<file path="src/rtl/pot_pkg.sv">
package pot_pkg;

    localparam int FLD_W = 2;

    localparam logic [3:0] OPC_GD2W   = 4'b0001;
    localparam logic [3:0] OPC_STEP   = 4'b0010;
    localparam logic [3:0] OPC_GW2D   = 4'b1000;
    localparam logic [3:0] OPC_RD_WIP = 4'b1001;
    localparam logic [3:0] OPC_WR_WIP = 4'b1010;
    localparam logic [3:0] OPC_RD_DR  = 4'b1011;
    localparam logic [3:0] OPC_WR_DR  = 4'b1100;
    localparam logic [3:0] OPC_D2W    = 4'b1101;
    localparam logic [3:0] OPC_W2D    = 4'b1110;

    typedef enum logic [3:0] {
        CMD_NONE,
        CMD_RD_WIP,
        CMD_WR_WIP,
        CMD_RD_DR,
        CMD_WR_DR,
        CMD_D2W,
        CMD_W2D,
        CMD_GD2W,
        CMD_GW2D,
        CMD_STEP
    } cmd_e;

    typedef enum logic [2:0] {
        SQ_IDLE,
        SQ_INSTR,
        SQ_DATA,
        SQ_STEP,
        SQ_DONE
    } seq_e;

    typedef enum logic [1:0] {
        PND_NONE,
        PND_DR_WRITE,
        PND_W2D,
        PND_GW2D
    } pend_e;

endpackage

</file>
<file path="src/rtl/pot_decode.sv">
module pot_decode
    import pot_pkg::*;
(
    input  logic [7:0]       ins_i,
    output cmd_e             cmd_o,
    output logic [FLD_W-1:0] rsel_o,
    output logic [FLD_W-1:0] psel_o
);
    logic [3:0] opc;

    always_comb begin
        opc    = ins_i[7:4];
        rsel_o = ins_i[3:2];
        psel_o = ins_i[1:0];
        case (opc)
            OPC_RD_WIP: cmd_o = CMD_RD_WIP;
            OPC_WR_WIP: cmd_o = CMD_WR_WIP;
            OPC_RD_DR:  cmd_o = CMD_RD_DR;
            OPC_WR_DR:  cmd_o = CMD_WR_DR;
            OPC_D2W:    cmd_o = CMD_D2W;
            OPC_W2D:    cmd_o = CMD_W2D;
            OPC_GD2W:   cmd_o = CMD_GD2W;
            OPC_GW2D:   cmd_o = CMD_GW2D;
            OPC_STEP:   cmd_o = CMD_STEP;
            default:    cmd_o = CMD_NONE;
        endcase
    end
endmodule

</file>
<file path="src/rtl/pot_busy_timer.sv">
module pot_busy_timer #(
    parameter int BUSY_CYCLES = 1000000
) (
    input  logic clk,
    input  logic rst_n,
    input  logic load_i,
    output logic busy_o
);
    localparam int CNT_W = $clog2(BUSY_CYCLES + 1);

    logic [CNT_W-1:0] cnt_d, cnt_q;

    always_comb begin
        cnt_d = cnt_q;
        if (load_i)
            cnt_d = CNT_W'(BUSY_CYCLES);
        else if (cnt_q != '0)
            cnt_d = cnt_q - 1'b1;
    end

    always_ff @(posedge clk or negedge rst_n) begin
        if (!rst_n) cnt_q <= '0;
        else        cnt_q <= cnt_d;
    end

    assign busy_o = (cnt_q != '0);

    // a new window may only open once the previous one has closed
    assert_load_idle_R9: assert property (@(posedge clk) disable iff (!rst_n)
        load_i |-> !busy_o);

    // once the window is over, the flag stays low until the next load
    assert_stay_low_R9: assert property (@(posedge clk) disable iff (!rst_n)
        (!busy_o && !load_i) |=> !busy_o);
endmodule

</file>
<file path="src/rtl/pot_regfile.sv">
module pot_regfile #(
    parameter int NPOT  = 4,
    parameter int NREG  = 4,
    parameter int VAL_W = 6
) (
    input  logic                        clk,
    input  logic                        rst_n,
    input  logic [NPOT-1:0]             wip_we_i,
    input  logic [NPOT*VAL_W-1:0]       wip_wd_i,
    input  logic [NPOT-1:0]             dr_we_i,
    input  logic [$clog2(NREG)-1:0]     dr_wsel_i,
    input  logic [NPOT*VAL_W-1:0]       dr_wd_i,
    output logic [NPOT*VAL_W-1:0]       wip_o,
    output logic [NPOT*NREG*VAL_W-1:0]  dr_o
);
    localparam int RSEL_W = $clog2(NREG);

    logic [VAL_W-1:0] wip_d [NPOT];
    logic [VAL_W-1:0] wip_q [NPOT];
    logic [VAL_W-1:0] dr_d  [NPOT][NREG];
    logic [VAL_W-1:0] dr_q  [NPOT][NREG];

    always_comb begin
        for (int p = 0; p < NPOT; p++) begin
            wip_d[p] = wip_we_i[p] ? wip_wd_i[p*VAL_W +: VAL_W] : wip_q[p];
            for (int r = 0; r < NREG; r++) begin
                dr_d[p][r] = (dr_we_i[p] && (dr_wsel_i == RSEL_W'(r)))
                           ? dr_wd_i[p*VAL_W +: VAL_W] : dr_q[p][r];
            end
        end
    end

    always_ff @(posedge clk or negedge rst_n) begin
        if (!rst_n) begin
            for (int p = 0; p < NPOT; p++) begin
                wip_q[p] <= '0;
                for (int r = 0; r < NREG; r++) dr_q[p][r] <= '0;
            end
        end else begin
            for (int p = 0; p < NPOT; p++) begin
                wip_q[p] <= wip_d[p];
                for (int r = 0; r < NREG; r++) dr_q[p][r] <= dr_d[p][r];
            end
        end
    end

    for (genvar gp = 0; gp < NPOT; gp++) begin : g_pot
        assign wip_o[gp*VAL_W +: VAL_W] = wip_q[gp];
        for (genvar gr = 0; gr < NREG; gr++) begin : g_reg
            assign dr_o[(gp*NREG+gr)*VAL_W +: VAL_W] = dr_q[gp][gr];
        end
    end
endmodule

</file>
<file path="src/rtl/pot_cmd_seq.sv">
module pot_cmd_seq
    import pot_pkg::*;
#(
    parameter int NPOT        = 4,
    parameter int NREG        = 4,
    parameter int VAL_W       = 6,
    parameter int BUSY_CYCLES = 1000000
) (
    input  logic                  clk,
    input  logic                  rst_n,
    input  logic                  start_i,
    input  logic                  stop_i,
    input  logic                  byte_vld_i,
    input  logic [7:0]            byte_i,
    input  logic                  step_i,
    input  logic                  step_up_i,
    input  logic                  wp_n_i,
    output logic                  tx_vld_o,
    output logic [7:0]            tx_byte_o,
    output logic                  busy_o,
    output logic [NPOT*VAL_W-1:0] wiper_o
);
    localparam int RSEL_W = $clog2(NREG);
    localparam int PSEL_W = $clog2(NPOT);
    localparam int DR_W   = NPOT * NREG * VAL_W;
    localparam logic [VAL_W-1:0] MAXV = {VAL_W{1'b1}};

    typedef struct packed {
        seq_e              st;
        cmd_e              cmd;
        logic [PSEL_W-1:0] pot;
        logic [RSEL_W-1:0] rsel;
        pend_e             pend;
        logic [VAL_W-1:0]  pdata;
        logic              tx_vld;
        logic [7:0]        tx_byte;
    } seq_t;

    seq_t s_d, s_q;

    cmd_e                  dec_cmd;
    logic [FLD_W-1:0]      dec_rsel, dec_pot;
    logic [NPOT-1:0]       wip_we, dr_we;
    logic [NPOT*VAL_W-1:0] wip_wd, dr_wd, wip_flat;
    logic [RSEL_W-1:0]     dr_wsel;
    logic [DR_W-1:0]       dr_flat;
    logic                  busy_load;
    logic [VAL_W-1:0]      sel_wip;

    function automatic logic [VAL_W-1:0] dr_at(input logic [DR_W-1:0] f,
                                               input int p, input int r);
        return f[(p*NREG + r)*VAL_W +: VAL_W];
    endfunction

    function automatic logic [7:0] pad(input logic [VAL_W-1:0] v);
        return {{(8-VAL_W){1'b0}}, v};
    endfunction

    pot_decode u_dec (
        .ins_i  (byte_i),
        .cmd_o  (dec_cmd),
        .rsel_o (dec_rsel),
        .psel_o (dec_pot)
    );

    pot_regfile #(.NPOT(NPOT), .NREG(NREG), .VAL_W(VAL_W)) u_rf (
        .clk       (clk),
        .rst_n     (rst_n),
        .wip_we_i  (wip_we),
        .wip_wd_i  (wip_wd),
        .dr_we_i   (dr_we),
        .dr_wsel_i (dr_wsel),
        .dr_wd_i   (dr_wd),
        .wip_o     (wip_flat),
        .dr_o      (dr_flat)
    );

    pot_busy_timer #(.BUSY_CYCLES(BUSY_CYCLES)) u_busy (
        .clk    (clk),
        .rst_n  (rst_n),
        .load_i (busy_load),
        .busy_o (busy_o)
    );

    assign sel_wip = wip_flat[s_q.pot*VAL_W +: VAL_W];

    always_comb begin
        s_d        = s_q;
        s_d.tx_vld = 1'b0;
        wip_we     = '0;
        wip_wd     = wip_flat;
        dr_we      = '0;
        dr_wsel    = s_q.rsel;
        dr_wd      = wip_flat;
        busy_load  = 1'b0;
        if (!busy_o) begin
            if (start_i) begin
                s_d.st   = SQ_INSTR;
                s_d.pend = PND_NONE;
            end else if (stop_i) begin
                if (wp_n_i && (s_q.pend != PND_NONE)) begin
                    busy_load = 1'b1;
                    case (s_q.pend)
                        PND_DR_WRITE: begin
                            dr_we[s_q.pot] = 1'b1;
                            dr_wd[s_q.pot*VAL_W +: VAL_W] = s_q.pdata;
                        end
                        PND_W2D:  dr_we[s_q.pot] = 1'b1;
                        PND_GW2D: dr_we = '1;
                        default:  ;
                    endcase
                end
                s_d.st   = SQ_IDLE;
                s_d.pend = PND_NONE;
            end else if (byte_vld_i) begin
                case (s_q.st)
                    SQ_INSTR: begin
                        s_d.cmd  = dec_cmd;
                        s_d.pot  = dec_pot;
                        s_d.rsel = dec_rsel;
                        s_d.st   = SQ_DONE;
                        case (dec_cmd)
                            CMD_RD_WIP: begin
                                s_d.tx_vld  = 1'b1;
                                s_d.tx_byte = pad(wip_flat[dec_pot*VAL_W +: VAL_W]);
                            end
                            CMD_RD_DR: begin
                                s_d.tx_vld  = 1'b1;
                                s_d.tx_byte = pad(dr_at(dr_flat, int'(dec_pot), int'(dec_rsel)));
                            end
                            CMD_WR_WIP, CMD_WR_DR: s_d.st = SQ_DATA;
                            CMD_D2W: begin
                                wip_we[dec_pot] = 1'b1;
                                wip_wd[dec_pot*VAL_W +: VAL_W] =
                                    dr_at(dr_flat, int'(dec_pot), int'(dec_rsel));
                            end
                            CMD_GD2W: begin
                                for (int p = 0; p < NPOT; p++) begin
                                    wip_we[p] = 1'b1;
                                    wip_wd[p*VAL_W +: VAL_W] = dr_at(dr_flat, p, int'(dec_rsel));
                                end
                            end
                            CMD_W2D:  s_d.pend = PND_W2D;
                            CMD_GW2D: s_d.pend = PND_GW2D;
                            CMD_STEP: s_d.st   = SQ_STEP;
                            default:  ;
                        endcase
                    end
                    SQ_DATA: begin
                        s_d.st = SQ_DONE;
                        if (s_q.cmd == CMD_WR_WIP) begin
                            wip_we[s_q.pot] = 1'b1;
                            wip_wd[s_q.pot*VAL_W +: VAL_W] = byte_i[VAL_W-1:0];
                        end else begin
                            s_d.pend  = PND_DR_WRITE;
                            s_d.pdata = byte_i[VAL_W-1:0];
                        end
                    end
                    default: ;
                endcase
            end else if (step_i && (s_q.st == SQ_STEP)) begin
                if (step_up_i && (sel_wip != MAXV)) begin
                    wip_we[s_q.pot] = 1'b1;
                    wip_wd[s_q.pot*VAL_W +: VAL_W] = sel_wip + 1'b1;
                end else if (!step_up_i && (sel_wip != '0)) begin
                    wip_we[s_q.pot] = 1'b1;
                    wip_wd[s_q.pot*VAL_W +: VAL_W] = sel_wip - 1'b1;
                end
            end
        end
    end

    always_ff @(posedge clk or negedge rst_n) begin
        if (!rst_n) begin
            s_q <= '{st: SQ_IDLE, cmd: CMD_NONE, pend: PND_NONE, default: '0};
        end else begin
            s_q <= s_d;
        end
    end

    assign tx_vld_o  = s_q.tx_vld;
    assign tx_byte_o = s_q.tx_byte;
    assign wiper_o   = wip_flat;

    // register bank moves only right after an accepted, enabled stop
    assert_dr_commit_R4: assert property (@(posedge clk) disable iff (!rst_n)
        !$stable(dr_flat) |-> $past(stop_i && wp_n_i && !busy_o));

    // protection on at the stop: nothing stored, no window
    assert_wp_block_R8: assert property (@(posedge clk) disable iff (!rst_n)
        (stop_i && !wp_n_i) |=> ($stable(dr_flat) && !$rose(busy_o)));

    // everything frozen while the window is open
    assert_busy_freeze_R9: assert property (@(posedge clk) disable iff (!rst_n)
        busy_o |=> ($stable(dr_flat) && $stable(wip_flat)));

    // end stops of step mode
    assert_sat_top_R10: assert property (@(posedge clk) disable iff (!rst_n)
        (!busy_o && !start_i && !stop_i && !byte_vld_i && step_i && step_up_i
         && (s_q.st == SQ_STEP) && (sel_wip == MAXV)) |=> (sel_wip == MAXV));

    assert_sat_bottom_R10: assert property (@(posedge clk) disable iff (!rst_n)
        (!busy_o && !start_i && !stop_i && !byte_vld_i && step_i && !step_up_i
         && (s_q.st == SQ_STEP) && (sel_wip == '0)) |=> (sel_wip == '0));

    // reply strobe is a single cycle
    assert_tx_pulse_R2: assert property (@(posedge clk) disable iff (!rst_n)
        tx_vld_o |=> !tx_vld_o);
endmodule

</file>
<file path="config.mk">
export PLATFORM = sky130hd
export DESIGN_NAME = pot_cmd_seq
export DESIGN_NICKNAME = d
export VERILOG_FILES = /design/src/rtl/pot_pkg.sv /design/src/rtl/pot_decode.sv /design/src/rtl/pot_busy_timer.sv /design/src/rtl/pot_regfile.sv /design/src/rtl/pot_cmd_seq.sv
export SDC_FILE = /design/constraint.sdc
export NUM_CORES = 1
export LEC_CHECK = 0
export BUFFER_PORTS_ARGS = -buffer_cell sky130_fd_sc_hd__buf_2
export CORE_MARGIN = 1.5
export CORE_UTILIZATION = 30
export CTS_CLUSTER_SIZE = 28
export DETAILED_ROUTE_END_ITERATION = 6
export GPL_ROUTABILITY_DRIVEN = 0
export PLACE_DENSITY = 0.43
export SYNTH_ARGS = -nofsm -noshare
export SYNTH_HDL_FRONTEND = slang
export SYNTH_SLANG_ARGS = --single-unit
</file>
<file path="constraint.sdc">
create_clock -name clk -period 8.4 [get_ports clk]
set_input_delay 0.42 -clock clk [delete_from_list [all_inputs] [get_ports clk]]
set_output_delay 0.42 -clock clk [all_outputs]
set_load 0.005 [all_outputs]
</file>
==> flow_summary.yaml, run 1 <==
place:
  numPortBuffers: 47
  dp_hpwl_um: 30600
timing:
  worstMarginPinSlew_ns: 1.01
  finalCritPeriodShare_pct: 48.7
  fmax_mhz: 245
  fin_skew_ns: 0.0197
  finalHoldViolCount: 0
  period_needed_ns: 4.09
  drv_slew: 0
  setup_viol: 0
  fin_tns_setup_ns: 0
  rsz0062_at_grt: "no"
  relSlewSlack_pct: 32.3
pwr:
  total_power_uw: 1890
  irDropWorstVdd_uv: 126
  power_density_nw_per_um2: 155
  leakage_uw: 0.00473
global_route:
  grt_pass1_wl_um: 63200
  track_usage_pct: 22.3
  grt_pass1_vias: 9332
  grt_overflow_total: 0
  antenna_found_initial: 1
  grt_max_degree: 61
route:
  drc: 4
  viasPerCell: 5.79
  firstDrtPassIters: 7
  drt.antenna.violating_nets: 0
  vias: 9785
  drt_iter0_markers: 987
  wl_per_cell_um: 24.3
  routed_wl_um: 41100
worst_setup_path:
  worstPathRequired_ns: 8.77
  start_kind: "flop"
  endpoint_kind: "flop"
  worstRegToRegCells: 9
  path_class: "reg2reg"
  worst-path-max-fanout: 43
  critPathArrivalTime_ns: 4.46
clock_tree:
  cts_resized: 0
  postCtsSetupBuffers: 0
  cts_made_buffers: 17
  clock_latency_ns: 0.46
  cts_tree: "done"
  cts_root_buf: "clkbuf_16"
  cts_sinks: 166
  clkTransAtPathRegs_ns: 0.08
  clock_path_buffers: 2
  h-tree-depth: 4
cells_and_area:
  diodes: 0
  nFillCells: 3747
  syn_to_final_growth_pct: 10.7
  layout_common_cells: "193 x nand2_1, 166 x dfrtp_1, 113 x o21ai_1"
  layout.nets: 1257
  drive_gt1_share_pct: 14.2
  final_common_cell: "nand2_1"
floorplan:
  rows: 69
  core-area_um2: 35700
  start_util_pct: 30.7
  dieWidth_um: 194
  die_area_um2: 37700
  io_pins: 50
  die_y_um: 194
job:
  maxCapViolations: 0
yosys:
  synth_top_family_by_area: "simple AND/OR/NAND/NOR gates"
  synth_edf_count: 0
  ys_ff_latch: 166
  synth_warnings: 0
  synthMuxAreaShare_pct: 14.4
  ys_types: 81
  synthFlopType: "dfrtp_1"
  synthAdderAreaFrac_pct: 2.74
  synthSimpleGateAreaFrac_pct: 19.5
  async_reset_ff_share_pct: 100
  synthXorXnorAreaFrac_pct: 2.00
  synth_cells: 1225
  syn_avg_cell_area_um2: 8.95
  netlist_area_um2: 11000
  synth_compound_area_share_pct: 19.2
  yosysSeqAreaShare_pct: 37.9
worst_hold_path:
  hold_path_depth: 2
  holdCritPathClass: "in2reg"
status:
  violations: "DRC"
  status: "complete, but fails checks"
logic make-up after synthesis:
logic type / Yosys count
AOI/OAI and AO/OA: 345
xor gates and xnor gates: 25
adders and majority gates: 24
buffers and inverters: 111
DFF: 166
muxes: 99
other: 1
and+or+nand+nor: 454
metal layers:
metal  up-vias  share of wire [%]  wire length (um)  global-route usage, %
met4         2                2.9              1210                   7.67
met2       421                 44             18100                   33.6
met5         -              0.041                17                      0
met1      4831                 47             19300                   32.3
li1       4449                  -                 -                      -
met3        82                6.0              2450                   3.44
path summary, 6_finish.rpt:
| check | slack [ns] | startpoint | endpoint |
|---|---|---|---|
| worst max-delay path | 4.31 | s_q[19] | u_rf.wip_o[14] |
| worst min-delay path | 0.24 | start_i | s_q[25] |
| worst max register to register | 4.31 | s_q[19] | u_rf.wip_o[14] |
| worst min register to register | 0.47 | u_busy.cnt_q[5] | u_busy.cnt_q[5] |
| max in group asynchronous | 5.98 | rst_n | u_rf.wip_o[12] |
| min in group asynchronous | 0.54 | rst_n | u_busy.cnt_q[2] |
critical path: stages, from the launching register on:
cell     delay [ns]
dfrtp_1        0.33
buf_4          0.41
inv_1          0.41
ha_1           0.83
nor2b_1        0.32
and2_1         0.56
nand2_1        0.13
or2_2          0.35
or3_1          0.42
a31oi_1        0.20
per-stage QoR:
| stage | area, um2 | cells | utilization, % | setup WS (ns) | hold slack (ns) |
|---|---|---|---|---|---|
| after floorplan | 11000 | 1226 | - | 4.92 | 0.124 |
| after global placement | 11500 | 1658 | 32.2 | 4.40 | 0.453 |
| after detailed placement | 11500 | 1658 | 32.2 | 4.47 | 0.455 |
| after CTS | 12100 | 1689 | 34.0 | 4.42 | 0.219 |
| after global routing | 12100 | 1689 | 34.0 | 4.09 | 0.237 |
| final | 12100 | 1689 | 34.0 | 4.31 | 0.242 |
where the power goes:
part / total [uW] / internal, uW / switching, uW
combinational: 168 / 60.8 / 107
clock: 850 / 507 / 344
sequential: 869 / 833 / 35.9
layout make-up:
class | count | area, um2 | share of cell area [%]
well taps | 461 | 577 | 4.75
inverters | 22 | 82.6 | 0.680
clock inverters | 10 | 171 | 1.41
clock buffers | 20 | 447 | 3.68
repair buffers | 61 | 349 | 2.88
flip-flops and latches | 166 | 4150 | 34.2
multi-input cells | 949 | 6360 | 52.4
synthesized netlist by cell type (8+ instances only):
master	instances	area [um2]
nand2_1	193	724
dfrtp_1	166	4150
o21ai_1	113	566
nor2_1	80	300
a21oi_1	66	330
clkbuf_1	60	225
nand3_1	46	230
mux4_2	44	991
o21ai_0	42	210
nor3_1	28	140
mux2i_1	25	250
ha_1	24	300
mux2_2	24	270
inv_1	21	78.8
a22oi_1	19	143
a31oi_1	13	81.3
nor2b_1	13	81.3
nor4_1	13	81.3
xnor2_1	13	114
xor2_1	12	105
buf_1	11	41.3
a211oi_1	10	75.1
buf_2	10	50.1
nand2b_1	10	62.6
nand4_1	9	56.3
and2_1	8	50.1
and3_1	8	50.1
buf_4	8	60.1
o21a_1	8	60.1
o22ai_1	8	50.1
registers in the layout, indices dropped and copies added, names as in the netlist:
signal,count
tx_vld_o,1
u_busy.cnt_q,20
u_rf.wip_o,24
dr_wsel,2
tx_byte_o,6
s_q,17
u_rf.dr_o,96
timing repair:
action / 4_1_cts / 5_1_grt
hold endpoints to repair: 59 / 0
setup endpoints to repair: 0 / 0
hold buffers: 1 / 0
(Power assumes the default switching activity.)
==> run 2, diff against run 1 <==
- ABC_AREA: unset -> 1
- PLACE_DENSITY: 0.43 -> 0.44
- clock period: 8.4 -> 3.71 ns (I/O delays scaled with it)
==> run 2 against run 1 <==
Net effect: the run now ends clean; synthesized cell count is 48% higher; synthesized area rose by 8.3%; worst setup slack got worse by 3.7 ns; combinational power rose to 3.7 times the previous value; routed wire length increased by 24%; critical path type unchanged.
==> flow_summary.yaml, run 2 <==
worst_setup_path:
  worstPathRequired_ns: 4.10
  path_delay_family: "simple AND/OR/NAND/NOR gates"
  worstRegToRegCells: 15
  critical_path_buf_inv_count: 2
  critPathArrivalTime_ns: 3.52
  r2r_start: "s_q[19]"
  ff2ff_setup_slack_ns: 0.58
  endpoint_kind: "flop"
  cpPeakStageDelay_ns: 0.54
  worst-path-max-fanout: 23
  startpoint: "s_q[19]"
  path_cells: "buf_4 > nand2_1 > o21ai_0 > nand2_1 > nand2_2 > inv_1 > ha_1 > xor2_1 > o21ai_0 > nand3_1 > nand2_1 > o21ai_0 > nor2_1 > nor2_1 > a21oi_1"
  crit_slowest_cell: "o21ai_0"
  rr_endpoint: "u_rf.wip_o[16]"
  path_class: "reg2reg"
  start_kind: "flop"
timing:
  fin_tns_setup_ns: 0
  finalCritPeriodShare_pct: 84.3
  drv_slew: 0
  period_needed_ns: 3.13
  holdWs_ns: 0.0376
  finalHoldViolCount: 0
  fmax_mhz: 320
  rsz0062_at_grt: "no"
  fin_skew_ns: 0.0222
  setup_viol: 0
  worstMarginPinSlew_ns: 0.815
  relSlewSlack_pct: 45.1
cells_and_area:
  largest_reg_flops: 96
  drive_gt1_share_pct: 10.0
  layout_common_cells: "541 x nand2_1, 228 x nand3_1, 166 x dfrtp_1"
  final_util_pct: 34.5
  diodes: 0
  layout.nets: 1884
  syn_to_final_growth_pct: 12.8
  final_common_cell: "nand2_1"
place:
  numPortBuffers: 47
  dp_hpwl_um: 38800
yosys:
  netlist_area_um2: 11900
  ys_ff_latch: 166
  yosysMostFrequentCell: "nand2_1"
  synthFlopType: "dfrtp_1"
  syn_avg_cell_area_um2: 6.55
  yosysSeqAreaShare_pct: 35.0
  synth_edf_count: 0
  synth_cells: 1813
  ys_types: 55
  async_reset_ff_share_pct: 100
  synth_common_cells: "541 x nand2_1, 228 x nand3_1, 166 x dfrtp_1"
  synth_top_area_share_pct: 35.0
  yosys.area.top_type: "dfrtp_1"
  synthTopCellsByArea: "dfrtp_1 35%, nand2_1 17%, nand3_1 9.6%"
  synth_warnings: 0
route:
  drt.antenna.violating_nets: 0
  drt-met1-wl_um: 24400
  wl_met2_um: 21300
  drt_iter0_markers: 1321
  viasPerCell: 5.33
  routed_wl_um: 51000
  wl_met3_um: 4080
  drc: 0
  vias: 12666
  routed.top_layer: "met4"
  firstDrtPassIters: 7
  wl_per_cell_um: 21.5
floorplan:
  die_y_um: 202
  dieWidth_um: 202
  die_area_um2: 40800
  start_util_pct: 30.6
  core-area_um2: 38800
  io_pins: 50
  rows: 72
pwr:
  irDropWorstVdd_uv: 288
  leakage_uw: 0.00611
  power_density_nw_per_um2: 326
  total_power_uw: 4370
clock_tree:
  cts_root_buf: "clkbuf_16"
  cts_made_buffers: 17
  postCtsSetupBuffers: 0
  clock_latency_ns: 0.47
  cts_resized: 0
  clkTransAtPathRegs_ns: 0.07
  clock_path_buffers: 2
  cts_sinks: 166
  h-tree-depth: 4
  cts_tree: "done"
worst_hold_path:
  hold_path_depth: 3
  whs_endpoint: "s_q[25]"
  holdCritStartpoint: "stop_i"
  holdCritPathClass: "in2reg"
global_route:
  grt_max_degree: 102
  grt_overflow_total: 0
  grt_pass1_wl_um: 76800
  track_usage_pct: 25.2
  grt_pass1_vias: 11872
  antenna_found_initial: 0
job:
  maxCapViolations: 0
status:
  status: "finished clean"
[run 2: final cells by class]
| type | instances | area (um2) |
|---|---|---|
| repair buffers | 100 | 669 |
| fillers | 4299 | 25400 |
| multi-input cells | 1402 | 6730 |
| inverters | 157 | 592 |
| clock inverters | 15 | 190 |
| well taps | 518 | 648 |
| flip-flops and latches | 166 | 4150 |
| clock buffers | 17 | 425 |
[run 2: how the worst max path moves through the flow]
stage / endpoint / slack (ns) / depth (start not counted)
floorplan: u_rf.dr_o[26] / 0.99 / 15
global placement: u_rf.wip_o[4] / 0.66 / 15
detailed placement: u_rf.wip_o[6] / 0.68 / 20
CTS: u_rf.wip_o[6] / 0.64 / 20
global route: u_rf.wip_o[16] / 0.29 / 20
finish: u_rf.wip_o[16] / 0.58 / 15
[run 2: what timing repair did]
item	CTS	global route
endpoints found under the hold margin	66	0
setup endpoints to repair	0	0
hold buffers	2	0
[run 2: per-stage QoR]
stage,std cells,setup WS [ns],area (um2)
2_1_floorplan,1814,0.993,11900
3_3_place_gp,2341,0.664,12800
3_5_place_dp,2341,0.680,12800
4_1_cts,2375,0.635,13400
5_1_grt,2375,0.285,13400
6_report,2375,0.581,13400
[run 2: metal layers]
metal  track usage [%]  vias up
li1                  -     6059
met1              37.1     6037
met2              36.8      509
met3              4.90       61
met4              7.73        0
met5                 0        -
[run 2: cell families after synthesis]
logic type      after synthesis  share of synthesized area (%)
simple gates               1048                           38.4
xor+xnor                     11                          0.811
flops                       166                           35.0
compound gates              317                           14.8
fa+ha+maj                    24                           2.53
buf+inv                     246                           8.47
other cells                   1                         0.0316
[run 2: worst register-to-register path, delay by kind of cell, from the launching register on]
family | cells | cell delay (ns)
buf+inv | 2 | 0.46
flops | 1 | 0.46
fa+ha+maj | 1 | 0.27
simple gates | 7 | 0.86
compound gates | 4 | 0.81
xor+xnor | 1 | 0.20
[run 2: report_power, final]
group	total (uW)	switching, uW	leakage [uW]	internal [uW]
combinational	625	478	0.00358	148
sequential	1820	4.95	0.00223	1810
clock	1930	852	0.000293	1070
total	4370	1340	0.00611	3040
